## src/rtl/pdcal_pkg.sv

```systemverilog
package pdcal_pkg;
  typedef enum logic [2:0] {
    ST_WAIT   = 3'd0,
    ST_CAL    = 3'd1,
    ST_ACTIVE = 3'd2,
    ST_PDPEND = 3'd3,
    ST_PDOWN  = 3'd4
  } seq_state_e;
endpackage

```

## src/rtl/pdcal_fsm.sv

```systemverilog
module pdcal_fsm
  import pdcal_pkg::*;
(
  input  logic clk,
  input  logic rst,
  input  logic pwr_good,
  input  logic pd_all,
  input  logic pd_q,
  input  logic cal_req,
  input  logic cal_done,
  output logic cal_start_o,
  output logic cal_en_i_o,
  output logic cal_en_q_o,
  output logic pwr_i_o,
  output logic pwr_q_o,
  output logic pwr_i_nxt_o,
  output logic pwr_q_nxt_o,
  output logic finish_o,
  output logic finish_q_incl_o
);
  seq_state_e state_q, state_d;
  logic req_d_q;
  logic q_incl_q, q_incl_d;
  logic start_now, req_rise, cal_busy;
  logic cal_nxt, cal_q_nxt;
  logic cal_start_q, cal_en_i_q, cal_en_q_q, pwr_i_q, pwr_q_q;

  assign req_rise = cal_req && !req_d_q;
  assign cal_busy = (state_q == ST_CAL) || (state_q == ST_PDPEND);

  always_comb begin
    state_d   = state_q;
    start_now = 1'b0;
    case (state_q)
      ST_WAIT: begin
        if (pwr_good && !pd_all) begin
          state_d   = ST_CAL;
          start_now = 1'b1;
        end
      end
      ST_CAL: begin
        if (cal_done) state_d = pd_all ? ST_PDOWN : ST_ACTIVE;
        else if (pd_all) state_d = ST_PDPEND;
      end
      ST_PDPEND: begin
        if (cal_done) state_d = pd_all ? ST_PDOWN : ST_ACTIVE;
        else if (!pd_all) state_d = ST_CAL;
      end
      ST_ACTIVE: begin
        if (pd_all) state_d = ST_PDOWN;
        else if (req_rise) begin
          state_d   = ST_CAL;
          start_now = 1'b1;
        end
      end
      ST_PDOWN: begin
        if (!pd_all) state_d = ST_ACTIVE;
      end
      default: state_d = ST_WAIT;
    endcase
  end

  // Q takes part only if it was up at the start and stayed up throughout.
  assign q_incl_d    = start_now ? !pd_q : (q_incl_q && !pd_q);
  assign cal_nxt     = (state_d == ST_CAL) || (state_d == ST_PDPEND);
  assign cal_q_nxt   = cal_nxt && q_incl_d;
  assign pwr_i_nxt_o = (state_d == ST_CAL) || (state_d == ST_ACTIVE) || (state_d == ST_PDPEND);
  assign pwr_q_nxt_o = pwr_i_nxt_o && !pd_q;

  assign finish_o        = cal_busy && cal_done;
  assign finish_q_incl_o = q_incl_q && !pd_q;

  always_ff @(posedge clk) begin
    if (rst) begin
      state_q     <= ST_WAIT;
      req_d_q     <= 1'b0;
      q_incl_q    <= 1'b0;
      cal_start_q <= 1'b0;
      cal_en_i_q  <= 1'b0;
      cal_en_q_q  <= 1'b0;
      pwr_i_q     <= 1'b0;
      pwr_q_q     <= 1'b0;
    end else begin
      state_q     <= state_d;
      req_d_q     <= cal_req;
      q_incl_q    <= q_incl_d;
      cal_start_q <= start_now;
      cal_en_i_q  <= cal_nxt;
      cal_en_q_q  <= cal_q_nxt;
      pwr_i_q     <= pwr_i_nxt_o;
      pwr_q_q     <= pwr_q_nxt_o;
    end
  end

  assign cal_start_o = cal_start_q;
  assign cal_en_i_o  = cal_en_i_q;
  assign cal_en_q_o  = cal_en_q_q;
  assign pwr_i_o     = pwr_i_q;
  assign pwr_q_o     = pwr_q_q;


  cal_start_pulse_chk: assert property (@(posedge clk) disable iff (rst)
    cal_start_q |=> !cal_start_q);

  wait_pd_hold_chk: assert property (@(posedge clk) disable iff (rst)
    (state_q == ST_WAIT && pd_all) |=> (!cal_start_q && !pwr_i_q));

  pd_active_chk: assert property (@(posedge clk) disable iff (rst)
    (state_q == ST_ACTIVE && pd_all) |=> (!pwr_i_q && !pwr_q_q));

  defer_pd_chk: assert property (@(posedge clk) disable iff (rst)
    (cal_busy && !cal_done) |=> pwr_i_q);

  pdown_drop_chk: assert property (@(posedge clk) disable iff (rst)
    (state_q == ST_PDOWN) |=> !cal_start_q);

  q_under_i_chk: assert property (@(posedge clk) disable iff (rst)
    pwr_q_q |-> pwr_i_q);

  cal_q_subset_chk: assert property (@(posedge clk) disable iff (rst)
    cal_en_q_q |-> (cal_en_i_q && pwr_q_q));
endmodule

```

## src/rtl/pdcal_holdoff.sv

```systemverilog
module pdcal_holdoff #(
  parameter int LAT = 13
) (
  input  logic clk,
  input  logic rst,
  input  logic en_i_nxt,
  input  logic en_q_nxt,
  input  logic en_i_cur,
  input  logic en_q_cur,
  output logic valid_o
);
  logic rise;
  assign rise = (en_i_nxt && !en_i_cur) || (en_q_nxt && !en_q_cur);

  generate
    if (LAT == 0) begin : g_direct
      logic valid_q;
      always_ff @(posedge clk) begin
        if (rst) valid_q <= 1'b0;
        else     valid_q <= en_i_nxt;
      end
      assign valid_o = valid_q;
    end else begin : g_count
      localparam int CNT_W = $clog2(LAT + 1);
      logic [CNT_W-1:0] cnt_q;
      logic valid_q;
      always_ff @(posedge clk) begin
        if (rst) begin
          cnt_q   <= '0;
          valid_q <= 1'b0;
        end else if (rise) begin
          cnt_q   <= CNT_W'(LAT - 1);
          valid_q <= 1'b0;
        end else begin
          if (cnt_q != '0) cnt_q <= cnt_q - 1'b1;
          valid_q <= en_i_nxt && (cnt_q == '0);
        end
      end
      assign valid_o = valid_q;


      holdoff_low_chk: assert property (@(posedge clk) disable iff (rst)
        (cnt_q != '0) |-> !valid_q);

      rise_clears_chk: assert property (@(posedge clk) disable iff (rst)
        rise |=> !valid_q);
    end
  endgenerate


  valid_needs_pwr_chk: assert property (@(posedge clk) disable iff (rst)
    valid_o |-> en_i_cur);
endmodule

```

## src/rtl/pdcal_qtrack.sv

```systemverilog
module pdcal_qtrack (
  input  logic clk,
  input  logic rst,
  input  logic finish,
  input  logic finish_q_incl,
  input  logic q_nxt,
  input  logic q_cur,
  output logic flag_o
);
  logic excl_q, flag_q, excl_eff, q_rise;

  assign excl_eff = finish ? !finish_q_incl : excl_q;
  assign q_rise   = q_nxt && !q_cur;

  always_ff @(posedge clk) begin
    if (rst) begin
      excl_q <= 1'b0;
      flag_q <= 1'b0;
    end else begin
      if (finish) excl_q <= !finish_q_incl;
      if (finish && finish_q_incl) flag_q <= 1'b0;
      else if (q_rise && excl_eff) flag_q <= 1'b1;
    end
  end
  assign flag_o = flag_q;


  flag_clear_chk: assert property (@(posedge clk) disable iff (rst)
    (finish && finish_q_incl) |=> !flag_q);

  flag_set_chk: assert property (@(posedge clk) disable iff (rst)
    (q_rise && excl_q && !finish) |=> flag_q);
endmodule

```

## src/rtl/pdcal_seq.sv

```systemverilog
module pdcal_seq #(
  parameter int HOLDOFF_CYC = 13
) (
  input  logic clk,
  input  logic rst,
  input  logic pwr_good,
  input  logic pd_all,
  input  logic pd_q,
  input  logic cal_req,
  input  logic cal_done,
  output logic cal_start,
  output logic cal_en_i,
  output logic cal_en_q,
  output logic pwr_en_i,
  output logic pwr_en_q,
  output logic pipe_valid,
  output logic q_recal
);
  logic pwr_i_nxt, pwr_q_nxt, finish, finish_q_incl;

  pdcal_fsm i_fsm (
    .clk(clk), .rst(rst), .pwr_good(pwr_good), .pd_all(pd_all), .pd_q(pd_q),
    .cal_req(cal_req), .cal_done(cal_done),
    .cal_start_o(cal_start), .cal_en_i_o(cal_en_i), .cal_en_q_o(cal_en_q),
    .pwr_i_o(pwr_en_i), .pwr_q_o(pwr_en_q),
    .pwr_i_nxt_o(pwr_i_nxt), .pwr_q_nxt_o(pwr_q_nxt),
    .finish_o(finish), .finish_q_incl_o(finish_q_incl)
  );

  pdcal_holdoff #(.LAT(HOLDOFF_CYC)) i_holdoff (
    .clk(clk), .rst(rst),
    .en_i_nxt(pwr_i_nxt), .en_q_nxt(pwr_q_nxt),
    .en_i_cur(pwr_en_i), .en_q_cur(pwr_en_q),
    .valid_o(pipe_valid)
  );

  pdcal_qtrack i_qtrack (
    .clk(clk), .rst(rst), .finish(finish), .finish_q_incl(finish_q_incl),
    .q_nxt(pwr_q_nxt), .q_cur(pwr_en_q), .flag_o(q_recal)
  );


  done_ends_cal_chk: assert property (@(posedge clk) disable iff (rst)
    (finish && !pd_all) |=> (!cal_en_i && !cal_en_q && pwr_en_i));
endmodule

```

## config.mk

```make
export PLATFORM = sky130hd
export DESIGN_NAME = pdcal_seq
export DESIGN_NICKNAME = d
export VERILOG_FILES = /design/src/rtl/pdcal_pkg.sv /design/src/rtl/pdcal_fsm.sv /design/src/rtl/pdcal_holdoff.sv /design/src/rtl/pdcal_qtrack.sv /design/src/rtl/pdcal_seq.sv
export SDC_FILE = /design/constraint.sdc
export NUM_CORES = 1
export LEC_CHECK = 0
export BUFFER_PORTS_ARGS = -buffer_cell sky130_fd_sc_hd__buf_2
export CORE_ASPECT_RATIO = 0.9
export CORE_MARGIN = 1
export CORE_UTILIZATION = 46
export DETAILED_ROUTE_END_ITERATION = 12
export PLACE_DENSITY = 0.78
export SLEW_MARGIN = 0
export SYNTH_ARGS = -nofsm -noshare
export SYNTH_HDL_FRONTEND = slang
export SYNTH_SLANG_ARGS = --single-unit
```

## constraint.sdc

```tcl
create_clock -name clk -period 1.39 [get_ports clk]
set_input_delay 0.278 -clock clk [delete_from_list [all_inputs] [get_ports clk]]
set_output_delay 0.278 -clock clk [all_outputs]
set_load 0.03 [all_outputs]
```

; Word-level counts from Yosys, hierarchy flattened
; Cells that the tools add are included.
[word_totals]
out_inout_bits = 7
reg_bits = 17
wordCells = 67
[op_classes]
muxes = 18
n_addsub = 1
reduce_logical = 28
n_eq_ne = 7
[ops]
columns = operator, n
row1 = two-way mux 3 bit, 9
row2 = case mux 3 bit (5 select lines), 1
row3 = "== test 3 x 2 -> 1 bit, second input constant", 4
row4 = logical AND 1 bit, 11
row5 = two-way mux 4 bit, 2
row6 = "== test 3 x 1 -> 1 bit, second input constant", 2
row7 = zero test 1 bit, 6
row8 = logical OR 1 bit, 5
row9 = two-way mux 1 bit, 5
row10 = zero test 4 bit, 1
row11 = nonzero test 4 bit, 1
row12 = OR reduction 2 bit, 2
row13 = "subtractor 4 x 1 -> 4 bit, second input constant", 1
row14 = "== test 3 bit, second input constant", 1
row15 = zero test 3 bit, 1
row16 = case mux 1 bit (2 select lines), 1
row17 = nonzero test 2 bit, 1

; Depth between registers and ports, before layout
; Gate-level depths: netlist of run 1.
[depth]
word_depth = 12
depth_mapped = 6
mapped_depth_nobuf = 6

; Cells and area by module
; A second synthesis of run 1 with hierarchy kept.
[hier_totals]
cells_unflattened = 80
hier_area_um2 = 775.7
[by_module_without_submodules]
columns = module, area_per_inst_um2, seq_area_each_um2, cells_each, n_inst
row1 = pdcal_fsm, 427.9, 200.2, 44, 1
row2 = pdcal_holdoff, 266.5, 100.1, 27, 1
row3 = pdcal_qtrack, 81.3, 40.0, 9, 1

; Worst setup path after synthesis of run 1
; Ideal clock, no wire load.
[synth_path]
kind = reg-to-reg
startpoint = reg i_fsm.state_q[0]
endpoint = reg i_holdoff.g_count.cnt_q[0]
slack_ns = 0.005
setup_time_ns = 0.116
required_time_ns = 1.274
t_arrival_ns = 1.270
stages_incl_launch_ff = 6
path_cell_list = dfxtp_1 > or3_1 > a21o_1 > nand2b_4 > o21ai_2 > and3b_1
[synth_via]
elab_chain_cells = 10
word_cells_on_any_way = 24
[synth_lines]
columns = item, line
row1 = start: declaration, pdcal_fsm.sv:21  ; seq_state_e state_q, state_d;
row2 = start signal: assignment, pdcal_fsm.sv:84  ; state_q <= state_d;
row3 = two-way mux 3 bit (on tied branches), "pdcal_fsm.sv:51, pdcal_fsm.sv:43, pdcal_fsm.sv:47"
row4 = two-way mux 3 bit (on tied branches), "pdcal_fsm.sv:50, pdcal_fsm.sv:42, pdcal_fsm.sv:46"
row5 = case mux 3 bit (5 select lines) (*), pdcal_fsm.sv:34  ; case (state_q)
row6 = == test 3 x 1 -> 1 bit / == test 3 x 2 -> 1 bit (equally long branches), pdcal_fsm.sv:67  ; assign pwr_i_nxt_o = (state_d == ST_CAL) || (state_d == ST_ACTIVE) || (state_d == ST_PDPEND);
row7 = logical OR 1 bit, pdcal_fsm.sv:67
row8 = logical OR 1 bit (*), pdcal_fsm.sv:67
row9 = logical AND 1 bit, pdcal_fsm.sv:68  ; assign pwr_q_nxt_o = pwr_i_nxt_o && !pd_q;
row10 = logical AND 1 bit, pdcal_holdoff.sv:13  ; assign rise = (en_i_nxt && !en_i_cur) || (en_q_nxt && !en_q_cur);
row11 = logical OR 1 bit (*), pdcal_holdoff.sv:13
row12 = OR reduction 2 bit (no source line) (*), --
row13 = end signal: assignment, pdcal_holdoff.sv:32  ; cnt_q <= CNT_W'(LAT - 1);
row14 = end signal: assignment, pdcal_holdoff.sv:35  ; if (cnt_q != '0) cnt_q <= cnt_q - 1'b1;
row15 = end: declaration, pdcal_holdoff.sv:25  ; logic [CNT_W-1:0] cnt_q;
; Every way passes the cells marked *; elsewhere a longest branch is shown, timed or not.
; A chain may end at the register's enable or synchronous reset.

; Worst setup path after layout of run 1
[layout_path]
startpoint = reg i_fsm.state_q[0]
endpoint = reg i_holdoff.g_count.cnt_q[1]
; Same word-level chain as after synthesis.

==> results of run 1 <==
cells in the mapped netlist (all sizes together):
cell	instances	area share, %
a211oi	2	2.0
a21o	2	2.2
a21oi	4	3.2
a31oi	2	1.7
and3b	3	3.5
buf	1	1.5
clkbuf	1	0.51
dfxtp	17	46
ha	1	1.7
inv	6	3.0
nand2	2	1.0
nand2b	3	3.5
nand3b	2	2.0
nor2	8	4.4
nor2b	2	1.7
nor3	6	4.0
nor3b	2	2.0
nor4b	2	3.2
o21a	1	1.0
o21ai	6	4.6
o22ai	1	1.7
o311a	1	1.5
or3	2	1.7
xnor2	2	2.4
power groups by stage:
stage          combinational, mW  sequential (mW)  clock, mW
3_5_place_dp               0.367            0.614          0
3_3_place_gp               0.356            0.608          0
4_1_cts                    0.397            0.605      0.267
6_report                   0.408            0.606      0.268
2_1_floorplan              0.269            0.622          0
5_1_grt                    0.441            0.615      0.297
metal layers:
| layer | GRT usage, % | part of all wire (%) | vias to the layer above | wire [um] |
|---|---|---|---|---|
| li1 | - | - | 325 | - |
| met1 | 23.22 | 48 | 282 | 741 |
| met2 | 29.41 | 45 | 18 | 695 |
| met3 | 7.207 | 4.8 | 2 | 74 |
| met4 | 12.88 | 1.4 | 0 | 22 |
| met5 | 0 | 0 | - | 0 |
how the worst max path moves through the flow:
stage	slack (ns)	startpoint	end
finish	-0.02	i_fsm.state_q[0]	i_holdoff.g_count.cnt_q[1]
global placement	-0.04	i_holdoff.g_count.cnt_q[0]	i_holdoff.g_count.cnt_q[1]
floorplan	0.005	i_fsm.state_q[0]	i_holdoff.g_count.cnt_q[0]
CTS	-0.02	i_fsm.state_q[0]	i_holdoff.g_count.cnt_q[1]
detailed placement	-0.09	i_holdoff.g_count.cnt_q[0]	i_holdoff.g_count.cnt_q[1]
global route	-0.06	i_fsm.state_q[0]	i_holdoff.g_count.cnt_q[1]
logic make-up (layout without fill, tap and decap cells):
logic type | Yosys count | in the layout | synth area share (%)
compound gates | 19 | 19 | 17.87
buf+inv | 8 | 31 | 5.058
simple gates | 32 | 32 | 27.15
xor+xnor | 2 | 2 | 2.361
fa+ha+maj | 1 | 1 | 1.686
flops | 17 | 17 | 45.87
critical path, cell delays in order, from the launching register on:
cell and delay (ns):
sky130_fd_sc_hd__dfxtp_4 0.37, sky130_fd_sc_hd__or3_4 0.38, sky130_fd_sc_hd__a21o_1 0.20, sky130_fd_sc_hd__nand2b_4 0.11, sky130_fd_sc_hd__o21ai_4 0.07, sky130_fd_sc_hd__and3b_1 0.18
what timing repair did:
action                                  CTS  global route
resized for setup                         5             7
buffers inserted                          3             0
endpoints found under the setup margin    6             9
pin swaps                                 3             4
final cells by class:
type                       count  share of cell area (%)
tap                           22                   2.891
sequential                    17                   36.40
multi-input combinational     54                   42.44
inverter                       6                   2.365
timing repair buffer          21                   13.14
clock buffer                   4                   2.760
through the flow:
stage	util [%]	cell area (sq um)
after CTS	62.64	927.1
after detailed placement	57.90	857.1
after global placement	57.90	857.1
final	64.33	952.2
after floorplan	-	742.0
after global routing	64.33	952.2
==> run_results.csv, run 1 <==
group,metric,value,unit
worst_hold_path,timing.hold.worst_endpoint,"i_fsm.req_d_q",
critical_path,worst-setup-path-type,"flip-flop to flip-flop",
power,sequential_group_share_of_total_power,47.3,%
sta,grt_setup_unrepaired,"true",
finish,n_antenna_cell,0,
power,netSwitchingPower,413.2,uW
worst_hold_path,min_path_cells,3,
detailed_routing,route.vias.total,627,
finish,area_occupied_by_multi_input_gates,404.1,sq um
placed_design,hpwlAfterDp,1046,um
clock_network,root_buffer,"sky130_fd_sc_hd__clkbuf_4",
global_route,grt_antenna_before_repair,0,
clock_network,sinks_on_clock_net,17,
logic_synthesis,avgSynthCellArea,9.392,sq um
critical_path,worst_ep_required_time,1.59,ns
finish,post_route_cells_drive_above_1_share,39.22,%
logic_synthesis,gate_count_post_synth,79,
clock_network,clkSlewWorstSetupHoldPaths,0.10,ns
global_route,globalRouteTotalUtil,19.37,%
finish,final_cell_mix,"sky130_fd_sc_hd__dfxtp_1, sky130_fd_sc_hd__buf_2, sky130_fd_sc_hd__buf_4",
sta,setup_total_negative_slack,-0.07126,ns
global_route,grt_start_max_net_pins,17,
logic_synthesis,mappedNetlistArea,742.0,sq um
placed_design,port-buffer-count,13,
global_route,grt_pass1_wl,2325,um
sta,worst_clock_skew,0.006524,ns
sta,number_of_pins_exceeding_their_max_slew_limit_in_the_final_report,0,
critical_path,end_kind,"flip-flop",
detailed_routing,detailedRoute.firstIterationViolations,6,
clock_network,cts_buffers,3,
power,p_per_area,1347,nW/um^2
power,clock_power_share,20.9,%
finish,signed_area_change_from_the_synthesized_netlist_to_the_final_layout,28.33,%
placed_design,place_inst,117,
finish,fillCellCount,121,
critical_path,ff2ff_setup_slack,-0.02,ns
finish,layout.area.seq,346.6,sq um
finish,largestRegisters,"i_holdoff.g_count.cnt_q: 4 flops, i_fsm.state_q: 3 flops",
sta,worst_slack,-0.02460,ns
global_route,grt-ovfl-total,0,
power,max-vdd-ir-drop,0.0007053,V
critical_path,setup.worst_path.start_class,"flip-flop",
sta,slew-limit-headroom,66.21,%
sta,final-setup-viol-count,4,
worst_hold_path,min_path_type,"primary input to flip-flop",
die,starting_density_of_the_core,50.13,%
die,standard_cell_rows,13,
logic_synthesis,count_of_distinct_cell_types_in_the_synthesized_netlist,30,
sta,fin_hold_ws,0.2322,ns
outcome,outcome,"complete, but fails checks",
critical_path,r2r_cells,5,
clock_network,clock_tree_from_tritoncts,"built",
worst_hold_path,hp-start,"cal_req",
die,core_area,1480,sq um
critical_path,worst-path-max-fanout,4,
power,sw_frac_of_total,32.21,%
die,die_width,44.34,um
detailed_routing,drc,0,
global_route,via_count_of_the_first_global_routing_pass,534,
detailed_routing,drt_pre_antenna_iters,5,
finish,final_common_cell,"sky130_fd_sc_hd__dfxtp_1",
power,leakage_component_of_the_power,0.4043,nW
detailed_routing,via_per_inst,5.056,
outcome,failed_checks,"setup timing",
finish,largest_reg_flops,4,
sta,finalCriticalPeriod,1.415,ns
critical_path,worst_r2r_startpoint,"i_fsm.state_q[0]",
logic_synthesis,synth.yosys.seq_area_share,45.87,%
logic_synthesis,synth-warning-count,0,
sta,final_hold_violation_count,0,
finish,post_layout_instance_count_excluding_filler_cells,124,
logic_synthesis,postSynthRegisterBits,17,
sta,tcrit_tclk_final,101.8,%
power,internal_power,869.4,uW
finish,nNetsFinal,111,
clock_network,postCtsHoldBufs,0,
clock_network,clock_insertion_delay_worst_skew,0.30,ns
clock_network,cts_htree_levels,1,
die,floorplan.die.height,40.10,um
finish,registers.top_by_ff_count,"i_holdoff.g_count.cnt_q",
placed_design,post-place-ws,-0.09457,ns
die,floorplan.die_area,1778,sq um
clock_network,clockBufferDepth,2,
sta,maxClockFrequency,0.7069,GHz
power,comb_power_share,31.8,%
detailed_routing,antenna_left,0,
critical_path,rr_endpoint,"i_holdoff.g_count.cnt_q[1]",
sta,worst_slew_pin_slew,0.5016,ns
placed_design,gp_congestion,0.8740,
logic_synthesis,net_count_after_synthesis,87,
die,boundaryPins,14,
detailed_routing,route.detailed.wl_per_inst,12.36,um
critical_path,timing.critical_path.arrival,1.61,ns
power,post-layout-total-power,1.283,mW
job,maxCapViolations,0,
detailed_routing,wl,1533,um
Note: power is estimated with default switching activity, not from simulation.
==> run 2: changes to the inputs <==
--- a/config.mk
+++ b/config.mk
@@ -8,9 +8,10 @@
 export BUFFER_PORTS_ARGS = -buffer_cell sky130_fd_sc_hd__buf_2
 export CORE_ASPECT_RATIO = 0.9
 export CORE_MARGIN = 1
-export CORE_UTILIZATION = 46
+export CORE_UTILIZATION = 27
 export DETAILED_ROUTE_END_ITERATION = 12
-export PLACE_DENSITY = 0.78
+export GPL_ROUTABILITY_DRIVEN = 0
+export PLACE_DENSITY = 0.53
 export SLEW_MARGIN = 0
 export SYNTH_ARGS = -nofsm -noshare
 export SYNTH_HDL_FRONTEND = slang
==> run 2 against run 1 <==
Against the previous run: the run ends with DRC, setup timing left; utilization down 26 points; power fell by 1.5%; first-iteration DRC count unchanged; combinational power decreased by 1%; via count fell by 1.6%; routed wire length shrank 2.7%; clock power down 4%; sequential share of layout area down 1.1 points; die area is 67% higher; design area grew 2.2%.
==> run_results.csv, run 2 (synthesized netlist as in run 1, its figures left out) <==
group,metric,value,unit
sta,tcrit_tclk_final,101.7,%
global_route,grt_antenna_before_repair,0,
finish,largest_reg_flops,4,
finish,post_layout_instance_count_excluding_filler_cells,132,
finish,signed_area_change_from_the_synthesized_netlist_to_the_final_layout,31.20,%
critical_path,worst_r2r_startpoint,"i_fsm.state_q[0]",
clock_network,clock_tree_from_tritoncts,"built",
finish,layout.area.seq,344.1,sq um
critical_path,rr_endpoint,"i_holdoff.g_count.cnt_q[0]",
die,core_area,2531,sq um
critical_path,crit_start,"i_fsm.state_q[0]",
job,maxCapViolations,0,
sta,worst_clock_skew,0.001240,ns
finish,fillCellCount,265,
detailed_routing,detailedRoute.firstIterationViolations,6,
finish,final_cell_mix,"sky130_fd_sc_hd__dfxtp_1, sky130_fd_sc_hd__buf_2, sky130_fd_sc_hd__buf_4",
power,p_per_area,1297,nW/um^2
global_route,globalRouteTotalUtil,11.94,%
die,starting_density_of_the_core,29.31,%
sta,setup_total_negative_slack,-0.03977,ns
sta,final_hold_violation_count,0,
clock_network,clock_insertion_delay_worst_skew,0.28,ns
die,die_width,57.26,um
critical_path,timing.critical_path.arrival,1.60,ns
outcome,outcome,"complete, but fails checks",
detailed_routing,antenna_left,0,
worst_hold_path,min_path_cells,3,
die,floorplan.die_area,2962,sq um
finish,n_antenna_cell,0,
power,leakage_component_of_the_power,0.4175,nW
critical_path,worst-setup-path-type,"flip-flop to flip-flop",
power,max-vdd-ir-drop,0.0005359,V
sta,number_of_pins_exceeding_their_max_slew_limit_in_the_final_report,0,
outcome,failed_checks,"DRC, setup timing",
critical_path,slowest_delay,0.37,ns
clock_network,cts_buffers,3,
finish,post_route_cells_drive_above_1_share,38.46,%
detailed_routing,wl,1491,um
critical_path,path_cells,"or3_4, a21o_1, nand2b_4, o21ai_4, and3b_1",
sta,grt_setup_unrepaired,"true",
placed_design,port-buffer-count,13,
placed_design,hpwlAfterDp,1080,um
die,standard_cell_rows,17,
finish,area_occupied_by_multi_input_gates,405.4,sq um
finish,registers.top_by_ff_count,"i_holdoff.g_count.cnt_q",
sta,fin_hold_ws,0.2407,ns
detailed_routing,drc,2,
global_route,via_count_of_the_first_global_routing_pass,596,
critical_path,worst_ep_required_time,1.57,ns
critical_path,slowest_stage,"sky130_fd_sc_hd__dfxtp_4",
sta,worst_slack,-0.02390,ns
sta,finalCriticalPeriod,1.414,ns
sta,final-setup-viol-count,3,
clock_network,clockBufferDepth,2,
finish,nNetsFinal,113,
placed_design,post-place-ws,-0.06128,ns
critical_path,end_kind,"flip-flop",
die,boundaryPins,14,
detailed_routing,route.vias.total,617,
sta,maxClockFrequency,0.7073,GHz
finish,final_common_cell,"sky130_fd_sc_hd__dfxtp_1",
critical_path,r2r_cells,5,
critical_path,worst-path-max-fanout,5,
worst_hold_path,min_path_type,"primary input to flip-flop",
clock_network,root_buffer,"sky130_fd_sc_hd__clkbuf_4",
worst_hold_path,hp-start,"cal_req",
detailed_routing,via_per_inst,4.674,
critical_path,setup.worst_path.start_class,"flip-flop",
sta,slew-limit-headroom,67.88,%
placed_design,place_inst,126,
die,floorplan.die.height,51.73,um
clock_network,clkSlewWorstSetupHoldPaths,0.09,ns
detailed_routing,drt_pre_antenna_iters,7,
critical_path,ff2ff_setup_slack,-0.02,ns
worst_hold_path,timing.hold.worst_endpoint,"i_fsm.req_d_q",
sta,worst_slew_pin_slew,0.4768,ns
global_route,grt-ovfl-total,0,
clock_network,sinks_on_clock_net,17,
clock_network,cts_htree_levels,1,
global_route,grt_start_max_net_pins,17,
finish,largestRegisters,"i_holdoff.g_count.cnt_q: 4 flops, i_fsm.state_q: 3 flops",
detailed_routing,route.detailed.wl_per_inst,11.30,um
global_route,grt_pass1_wl,2608,um
[run 2: how the worst max path moves through the flow]
| stage | endpoint | slack, ns |
|---|---|---|
| 6_report | i_holdoff.g_count.cnt_q[0] | -0.02 |
| 3_3_place_gp | i_holdoff.g_count.cnt_q[1] | -0.03 |
| 2_1_floorplan | i_holdoff.g_count.cnt_q[0] | 0.005 |
| 3_5_place_dp | i_holdoff.g_count.cnt_q[1] | -0.06 |
| 5_1_grt | i_holdoff.valid_o | -0.1 |
| 4_1_cts | i_holdoff.g_count.cnt_q[0] | -0.02 |
[run 2: per-stage QoR]
step                total power [mW]  utilization (%)  area, sq um
floorplan                     0.8906                -        742.0
global placement              0.9805            35.05        887.1
detailed placement            0.9891            35.05        887.1
CTS                            1.269            37.42        947.2
global route                   1.359            38.46        973.4
finish                         1.263            38.46        973.4
[run 2: final cells by class]
type	count	share of cell area, %
flip-flops and latches	17	35.35
multi-input cells	54	41.65
repair buffers	23	14.40
inverters	6	2.314
well taps	28	3.599
clock buffers	4	2.699
[run 2: critical path: cells and delay by family (launching register included)]
kind | cells | cell delay (ns)
simple gates | 3 | 0.69
flops | 1 | 0.37
compound gates | 2 | 0.26
[run 2: what timing repair did]
| action | CTS | global route |
|---|---|---|
| hold buffers | 0 | 0 |
| resized for setup | 6 | 3 |
| setup endpoints to repair | 6 | 9 |
| setup buffers | 1 | 1 |
| pin swaps | 3 | 1 |
[run 2: layer usage]
| layer | share of wire [%] | global-route usage, % |
|---|---|---|
| met1 | 49 | 15.64 |
| met5 | 0 | 0 |
| met3 | 4.2 | 2.985 |
| met2 | 45 | 17.65 |
| met4 | 1.7 | 7.317 |
[run 2: where the power goes]
group | switching (mW) | internal [mW]
clock | 0.146 | 0.111
combinational | 0.194 | 0.210
sequential | 0.0513 | 0.551
